==> src/rtl/oet_sort_pkg.sv <==
// Package oet_sort_pkg
// Holds the lane and width parameters and the vector type shared by the
// sorter modules. Assumes all lanes are the same width.
package oet_sort_pkg;
    localparam int LANES  = 6;
    localparam int LANE_W = 4;
    localparam int VEC_W  = LANES * LANE_W;

    typedef logic [LANE_W-1:0] lane_t;
    typedef lane_t [LANES-1:0] vec_t;
endpackage

==> src/rtl/oet_cmp_swap.sv <==
// Module oet_cmp_swap
// Compare-exchange element. Places the smaller value on lo_o and the larger
// on hi_o. Swaps only when lo_i is strictly greater than hi_i, so equal
// values stay where they are. Purely combinational.
module oet_cmp_swap #(
    parameter int W = 4
) (
    input  logic [W-1:0] lo_i,
    input  logic [W-1:0] hi_i,
    output logic [W-1:0] lo_o,
    output logic [W-1:0] hi_o
);
    logic swap;

    // Decide whether the pair is out of order
    always_comb swap = (lo_i > hi_i);

    // Route the pair according to that decision
    always_comb begin
        lo_o = swap ? hi_i : lo_i;
        hi_o = swap ? lo_i : hi_i;
    end
endmodule

==> src/rtl/oet_stage.sv <==
// Module oet_stage
// One registered stage of the network. ODD_PHASE=0 pairs the lanes that
// start on even indices; ODD_PHASE=1 pairs the lanes that start on odd
// indices. Lanes left without a partner pass straight through. The valid
// flag resets synchronously (active low); the data registers have no reset.
module oet_stage #(
    parameter int N         = 6,
    parameter int W         = 4,
    parameter bit ODD_PHASE = 1'b0
) (
    input  logic             clk,
    input  logic             rst_n,
    input  logic             vld_i,
    input  logic [N*W-1:0]   dat_i,
    output logic             vld_o,
    output logic [N*W-1:0]   dat_o
);
    localparam int FIRST = ODD_PHASE ? 1 : 0;

    logic [N*W-1:0] nxt;

    // Build the compare-exchange pairs and the lanes that pass through
    for (genvar k = 0; k < N; k++) begin : g_lane
        if ((k >= FIRST) && (((k - FIRST) % 2) == 0) && (k + 1 < N)) begin : g_pair
            oet_cmp_swap #(.W(W)) u_cs (
                .lo_i (dat_i[k*W +: W]),
                .hi_i (dat_i[(k+1)*W +: W]),
                .lo_o (nxt[k*W +: W]),
                .hi_o (nxt[(k+1)*W +: W])
            );
        end else if (!((k > FIRST) && (((k - 1 - FIRST) % 2) == 0))) begin : g_pass
            assign nxt[k*W +: W] = dat_i[k*W +: W];
        end
    end

    // Register the valid flag; reset clears it
    always_ff @(posedge clk) begin
        if (!rst_n) vld_o <= 1'b0;
        else        vld_o <= vld_i;
    end

    // Register the stage data; no reset needed
    always_ff @(posedge clk) begin
        dat_o <= nxt;
    end
endmodule

==> src/rtl/oet_sort_pipe.sv <==
// Module oet_sort_pipe (top)
// Pipelined odd-even transposition sorter. It has STAGES registered stages
// that alternate between even and odd pairing, starting with even pairing.
// It accepts one vector per cycle and has a latency of STAGES cycles. The
// network needs STAGES >= N to sort every possible input.
module oet_sort_pipe
    import oet_sort_pkg::*;
#(
    parameter int N      = LANES,
    parameter int W      = LANE_W,
    parameter int STAGES = LANES
) (
    input  logic             clk,
    input  logic             rst_n,
    input  logic             in_vld,
    input  logic [N*W-1:0]   in_data,
    output logic             out_vld,
    output logic [N*W-1:0]   out_data
);
    logic [STAGES:0]        vld_c;
    logic [N*W-1:0]         dat_c [STAGES+1];

    // Feed the first stage from the block inputs
    always_comb begin
        vld_c[0] = in_vld;
        dat_c[0] = in_data;
    end

    // Chain the stages, alternating the pairing phase
    for (genvar s = 0; s < STAGES; s++) begin : g_stage
        oet_stage #(
            .N         (N),
            .W         (W),
            .ODD_PHASE (1'((s % 2) == 1))
        ) u_stage (
            .clk   (clk),
            .rst_n (rst_n),
            .vld_i (vld_c[s]),
            .dat_i (dat_c[s]),
            .vld_o (vld_c[s+1]),
            .dat_o (dat_c[s+1])
        );
    end

    // Drive the outputs from the last stage
    always_comb begin
        out_vld  = vld_c[STAGES];
        out_data = dat_c[STAGES];
    end
endmodule

==> config.mk <==
export PLATFORM = sky130hd
export DESIGN_NAME = oet_sort_pipe
export DESIGN_NICKNAME = d
export VERILOG_FILES = /design/src/rtl/oet_sort_pkg.sv /design/src/rtl/oet_cmp_swap.sv /design/src/rtl/oet_stage.sv /design/src/rtl/oet_sort_pipe.sv
export SDC_FILE = /design/constraint.sdc
export NUM_CORES = 1
export LEC_CHECK = 0
export BUFFER_PORTS_ARGS = -buffer_cell sky130_fd_sc_hd__buf_2
export CAP_MARGIN = 20
export CORE_ASPECT_RATIO = 0.75
export CORE_MARGIN = 4
export CORE_UTILIZATION = 45
export CTS_BUF_LIST = sky130_fd_sc_hd__clkbuf_4 sky130_fd_sc_hd__clkbuf_8 sky130_fd_sc_hd__clkbuf_16
export CTS_CLUSTER_DIAMETER = 200
export DETAILED_ROUTE_END_ITERATION = 6
export PLACE_DENSITY = 0.75
export SLEW_MARGIN = 15
export SYNTH_ARGS = -nofsm -noshare
export SYNTH_HDL_FRONTEND = slang
export SYNTH_SLANG_ARGS = --single-unit
==> constraint.sdc <==
create_clock -name clk -period 1.65 [get_ports clk]
set_clock_uncertainty 0.15 [all_clocks]
set_input_delay 0.0825 -clock clk [delete_from_list [all_inputs] [get_ports clk]]
set_output_delay 0.0825 -clock clk [all_outputs]
set_load 0.005 [all_outputs]
==> run_results.csv, run 1 <==
group,metric,value,unit
route,route.detailed.drc,0,
final_layout,drive_above_1_share,63.78,%
final_layout,syn2layout_area_growth,49.73,%
placement,globalplace.congestion,0.7442,
worst_setup_path,arrival,1.94,ns
final_layout,regArea,3032,um^2
clocking,cts-buffers-inserted,17,
synthesis,synth_fp_nets,582,
job,drv_cap,0,
sta,drv_slew,0,
route,num_vias,4092,
floorplanning,num_io_pins,52,
worst_setup_path,reg2reg_slack,-0.14,ns
grt,gr-total-overflow,0,
final_layout,multi_input_area,3721,um^2
synthesis,syn-cell-area,6285,um^2
synthesis,ys_types,14,
floorplanning,rows,37,
sta,rsz0062_at_grt,"yes",
worst_setup_path,crit-reg2reg-launch,"g_stage[3].u_stage.dat_o[13]$_DFF_P_",
sta,tns,-8.739,ns
sta,min_period,1.791,ns
sta,hold_viol_final,0,
run_status,violations,"setup timing",
worst_setup_path,start_kind,"flip-flop",
worst_setup_path,path_cells,"inv_2 > ha_4 > nor2b_4 > o211ai_2 > a21oi_4 > buf_12 > mux2_4",
clocking,cts-root-buf,"clkbuf_16",
synthesis,syn_area_per_cell,12.70,um^2
floorplanning,dieWidth,144.5,um
run_status,status,"finished, violations left",
worst_setup_path,endpoint_kind,"flip-flop",
sta,max_freq,0.5585,GHz
worst_setup_path,endpoint,"g_stage[4].u_stage.dat_o[14]$_DFF_P_",
placement,pre_cts_slack,-0.2224,ns
grt,grt_pass1_wl,20420,um
route,vias_per_cell,4.655,
hold_path,worstHoldPathType,"reg -> reg",
power,finalPower,22.83,mW
grt,use_met1,16.16,%
final_layout,fill_cells,914,
sta,holdWs,0.1735,ns
floorplanning,start_util,45.86,%
worst_setup_path,ff2ff_path_depth,7,
clocking,cts_tree,"done",
final_layout,fin_nets,778,
sta,min_period_over_period,108.5,%
floorplanning,die_area,15940,um^2
clocking,cts_sinks,150,
clocking,clkLatencyLatePin,0.42,ns
synthesis,yosysWarnings,0,
power,p_leak,4.449,nW
grt,antenna_found_initial,0,
placement,dpl.cell_count,799,
placement,hpwl,7694,um
synthesis,ys_seq_area_share,47.78,%
route,drt_iter0_markers,106,
route,wl_per_cell,13.71,um
grt,grtUsageMet3,4.010,%
route,wl,12050,um
grt,first_global_vias,4541,
final_layout,antenna_cells,0,
synthesis,syn_inst,495,
sta,tightest_slew,0.2729,ns
floorplanning,die_h,110.3,um
grt,grt_max_degree,17,
placement,io_buffers,51,
sta,setup_viol,96,
route,firstDrtPassIters,4,
synthesis,ys_ff_latch,150,
worst_setup_path,path_class,"reg -> reg",
clocking,htreeDepth,4,
floorplanning,core,13700,um^2
worst_setup_path,r2r_end,"g_stage[4].u_stage.dat_o[14]$_DFF_P_",
sta,relSlewSlack,81.76,%
worst_setup_path,critPathSlowestCell,"dfxtp_2",
power,peakVddDrop,0.001084,V
sta,worst_slack,-0.1406,ns
clocking,clock_path_buffers,2,
grt,gr-usage-met2,32.62,%
clocking,clk_pin_slew,0.06,ns
worst_setup_path,cpPeakStageDelay,0.33,ns
grt,grt.busiest_layer,"met2",
power,powerDensity,2426,nW/um^2
worst_setup_path,cp_max_fo,6,
grt,grt_usage,16.31,%
worst_setup_path,crit_required,1.80,ns
worst_setup_path,worstSetupStartpoint,"g_stage[3].u_stage.dat_o[13]$_DFF_P_",
final_layout,final_cells,879,
route,ant_nets,0,
-- power by group --
part	internal [mW]	switching, mW	leakage (nW)
Clock	2.45	1.48	0.293
Combinational	8.36	4.47	2.89
Sequential	5.25	0.816	1.26
Total	16.1	6.77	4.45
-- per-layer routing --
layer,vias to the layer above,share of wire (%)
met5,-,0
met4,0,2.1
met3,27,3.2
met2,59,55
met1,1914,40
li1,2092,-
-- cells in the mapped netlist --
cell type  number  area share, %
a21oi_1        15            1.2
a21oi_4        15            3.9
and2_1          6           0.60
and4_1         13            1.8
and4_2          2           0.32
buf_4          24            2.9
dfxtp_1       150             48
ha_1           60             12
inv_1          60            3.6
mux2_1          3           0.54
mux2_2        117             21
nor2b_1        14            1.4
nor2b_2         1           0.14
o211ai_2       15            3.0
-- how the worst min path moves through the flow --
stage,from,to,slack [ns],depth (start not counted)
after floorplan,in_vld,g_stage[0].u_stage.vld_o$_SDFF_PN0_,0.05,1
after global placement,in_vld,g_stage[0].u_stage.vld_o$_SDFF_PN0_,0.14,2
after detailed placement,in_vld,g_stage[0].u_stage.vld_o$_SDFF_PN0_,0.14,2
after CTS,g_stage[0].u_stage.dat_o[2]$_DFF_P_,g_stage[1].u_stage.dat_o[2]$_DFF_P_,0.18,0
after global routing,g_stage[4].u_stage.dat_o[1]$_DFF_P_,g_stage[5].u_stage.dat_o[1]$_DFF_P_,0.18,0
final,g_stage[4].u_stage.dat_o[23]$_DFF_P_,g_stage[5].u_stage.dat_o[23]$_DFF_P_,0.17,0
-- cell usage in the layout (no fill, tap or decap), types with 4 or more instances in the layout --
cell type,synthesis,final
and4_1,13,7
inv_2,0,12
a21oi_4,15,15
nor2b_4,0,12
inv_1,60,48
a21oi_1,15,4
and2_1,6,6
o211ai_2,15,15
clkbuf_16,0,17
and4_4,0,8
dfxtp_2,0,23
ha_1,60,33
a21oi_2,0,11
mux2_4,0,96
dfxtp_1,150,127
buf_6,0,5
dlygate4sd3_1,0,27
buf_4,24,107
buf_12,0,11
ha_4,0,27
buf_2,0,51
mux2_2,117,24
-- sequential cells by signal (all words and copies together) (netlist names) --
signal,count
g_stage.u_stage.vld_o,6
g_stage.u_stage.dat_o,144
-- cell type report --
class | count | share of cell area, %
multi-input combinational | 261 | 39.54
sequential | 150 | 32.22
timing repair buffer | 201 | 17.06
clock buffer | 20 | 4.826
inverter | 60 | 2.393
tap | 175 | 2.327
clock inverter | 12 | 1.635
-- cells by family (layout without fill, tap and decap cells) --
| family | after synthesis | count (layout) | synth area share [%] |
|---|---|---|---|
| AOI/OAI and AO/OA | 45 | 45 | 8.063 |
| adders and majority gates | 60 | 60 | 11.95 |
| buffers and inverters | 84 | 293 | 6.450 |
| DFF | 150 | 150 | 47.78 |
| muxes | 120 | 120 | 21.50 |
| and+or+nand+nor | 36 | 36 | 4.260 |
-- per-stage QoR --
| stage | cell area (um^2) | util [%] |
|---|---|---|
| final | 9410 | 68.67 |
| after global routing | 9410 | 68.67 |
| after CTS | 9278 | 67.70 |
| after detailed placement | 7656 | 55.87 |
| after global placement | 7656 | 55.87 |
| after floorplan | 6596 | - |
-- repair_timing --
item / CTS / global route
setup endpoints to repair: 96 / 96
gates resized for setup: 107 / 23
endpoints found under the hold margin: 30 / 0
setup buffers: 19 / 2
pin swaps: 36 / 25
hold buffers: 27 / 0
-- worst max-delay path, delay by kind of cell, from the launching register on --
family	cells	cell delay (ns)
AO/OA/AOI/OAI	2	0.31
buffers and inverters	2	0.19
flip-flops	1	0.33
adder cells (fa/ha/maj)	1	0.25
AND/OR/NAND/NOR	1	0.14
multiplexers	1	0.30
Power figures use the tool's default switching activity.
==> run 2: changes to the inputs <==
- ABC_AREA: not set -> 1
- SLEW_MARGIN: 15 -> 0
==> run_results.csv, run 2 <==
group,metric,value,unit
floorplanning,start_util,46.96,%
final_layout,largest_reg_flops,144,
sta,setup_viol,0,
clocking,cts_tree,"done",
final_layout,final_cells,1112,
grt,gr-total-overflow,0,
synthesis,ys_ff_latch,150,
worst_setup_path,critPathSlowestCell,"dfxtp_1",
synthesis,synth-main-ff-cell,"dfxtp_1",
sta,hold_viol_final,0,
grt,grt_usage,14.09,%
job,drv_cap,0,
synthesis,synthTopCellsByCount,"nand2_1 (306), dfxtp_1 (150), nand3_1 (120)",
synthesis,synth_area_leaders,"dfxtp_1 (46%), nand2_1 (17%), ha_1 (11%)",
worst_setup_path,crit_required,1.80,ns
route,firstDrtPassIters,5,
worst_setup_path,cpPeakStageDelay,0.36,ns
clocking,clk_pin_slew,0.06,ns
clocking,postCtsSetupRepairBufs,0,
clocking,htreeDepth,4,
route,route.detailed.drc,0,
synthesis,synth-simple-area-share,32.82,%
clocking,cts_sinks,150,
final_layout,fin_util,55.80,%
sta,relSlewSlack,82.27,%
synthesis,ys_types,11,
hold_path,worstHoldPathType,"reg -> reg",
clocking,clock_path_buffers,2,
route,vias_per_cell,4.557,
sta,holdWs,0.1750,ns
power,p_seq_share,35.8,%
final_layout,antenna_cells,0,
synthesis,syn-cell-area,6588,um^2
power,power_frac_comb,43.1,%
worst_setup_path,endpoint_kind,"flip-flop",
synthesis,synth_fp_nets,918,
synthesis,ys_seq_area_share,45.58,%
worst_setup_path,arrival,1.69,ns
worst_setup_path,cpMostUsedCell,"nand2_1",
power,p_leak,4.192,nW
power,switchingPower,6.920,mW
floorplanning,num_io_pins,52,
floorplanning,core,14030,um^2
synthesis,synth-compound-area-share,1.140,%
final_layout,drive_above_1_share,16.47,%
final_layout,fin_nets,991,
final_layout,reg_top3,"g_stage.u_stage.dat_o x144, g_stage.u_stage.vld_o x6",
route,ant_nets,0,
route,wl_per_cell,9.683,um
placement,io_buffers,51,
synthesis,synth.most_common_cell,"nand2_1",
floorplanning,dieWidth,147.7,um
sta,drv_slew,0,
worst_setup_path,path_class,"reg -> reg",
sta,rsz0062_at_grt,"yes",
final_layout,final_common_cell,"nand2_1",
worst_setup_path,path_cells,"inv_1 > ha_1 > nand2_1 > nand2_1 > nand2_1 > nand2_4 > nand2_4 > nand2_1 > nand2_1",
route,wl,10770,um
synthesis,syn_area_per_cell,7.927,um^2
power,powerDensity,2167,nW/um^2
synthesis,yosysWarnings,0,
grt,first_global_vias,4738,
floorplanning,die_h,112.8,um
synthesis,synthXorXnorAreaFrac,0,%
grt,antenna_found_initial,0,
clocking,cts-buffers-inserted,17,
synthesis,ys_async_sr_fraction,0,%
placement,globalplace.congestion,0.8161,
synthesis,muxShareOfSynthArea,0,%
final_layout,top_register,"g_stage.u_stage.dat_o",
grt,grt_max_degree,17,
grt,grt_pass1_wl,19850,um
synthesis,synth_top_area_cell,"dfxtp_1",
floorplanning,rows,37,
route,num_vias,5067,
clocking,cts-root-buf,"clkbuf_16",
power,switching_share,40.81,%
power,p_clk_share,21.1,%
final_layout,syn2layout_area_growth,18.82,%
synthesis,synth_top_cell_area_share,45.58,%
worst_setup_path,start_kind,"flip-flop",
power,internal-power,10.04,mW
sta,min_period_over_period,93.56,%
floorplanning,die_area,16660,um^2
placement,dpl.cell_count,1053,
sta,min_period,1.544,ns
run_status,status,"complete, no violations",
synthesis,syn_inst,831,
synthesis,synth_top_family_by_area,"simple AND/OR/NAND/NOR gates",
sta,tns,0,ns
synthesis,synth-edff-count,0,
clocking,clkLatencyLatePin,0.41,ns
placement,hpwl,7850,um
route,drt_iter0_markers,236,
final_layout,final_cell_mix,"nand2_1 (306), dfxtp_1 (145), nand3_1 (120)",
worst_setup_path,cp_max_fo,9,
sta,tightest_slew,0.2659,ns
sta,max_freq,0.6478,GHz
power,peakVddDrop,0.0008266,V
synthesis,synth_fa_ha_area_share,11.40,%
## run 2: cells by family (layout without fill, tap and decap cells)
kind of cell | Yosys count | after routing
compound gates | 15 | 15
fa+ha+maj | 60 | 60
buf+inv | 135 | 221
flops | 150 | 150
simple gates | 471 | 471
## run 2: metal layers
layer  GRT usage (%)  wire length [um]  up-vias
met4           4.966               108        0
met1           18.34              5441     2238
met3           3.923               398       12
li1                -                 -     2739
met5               0                 0        -
met2           22.60              4819       78
## run 2: final timing paths
kind                                                          start                                  end  slack [ns]  cells after the start
worst min register to register  g_stage[2].u_stage.dat_o[0]$_DFF_P_  g_stage[3].u_stage.dat_o[0]$_DFF_P_        0.18                      0
worst max register to register  g_stage[2].u_stage.dat_o[9]$_DFF_P_  g_stage[3].u_stage.dat_o[6]$_DFF_P_        0.11                      9
worst min-delay path            g_stage[2].u_stage.dat_o[0]$_DFF_P_  g_stage[3].u_stage.dat_o[0]$_DFF_P_        0.18                      0
worst max-delay path            g_stage[2].u_stage.dat_o[9]$_DFF_P_  g_stage[3].u_stage.dat_o[6]$_DFF_P_        0.11                      9
## run 2: through the flow
stage	power, mW	instance area [um^2]	setup slack, ns
global route	18.73	7828	-0.01500
CTS	16.75	7742	0.09563
finish	16.96	7828	0.1062
global placement	12.79	6907	0.1497
detailed placement	13.07	6907	0.1106
floorplan	11.77	6588	0.2739
## run 2: layout make-up
class,count,area (um^2)
Fill cell,1289,6200
Multi-Input combinational cell,546,3067
Sequential cell,150,3009
Timing Repair Buffer,78,525.5
Clock buffer,20,460.4
Inverter,111,416.7
Tap cell,195,244.0
Clock inverter,12,105.1
## run 2: worst max-delay path: cells and delay by family (launching register included)
kind          cells  cell delay, ns
simple gates      7            0.51
flops             1            0.36
fa+ha+maj         1            0.33
buf+inv           1            0.07
## run 2: power by group through the flow
stage               registers, mW  logic [mW]  clock network (mW)
floorplan                    5.85        5.92                   0
detailed placement           6.14        6.93                   0
global route                 6.26        8.61                3.86
global placement             6.10        6.69                   0
CTS                          6.06        7.01                3.67
finish                       6.07        7.31                3.58
## run 2: what timing repair did
item                                   CTS  global route
gates resized for setup                  0            20
endpoints found under the hold margin   30             0
hold buffers                            27             0
setup endpoints to repair                0            58
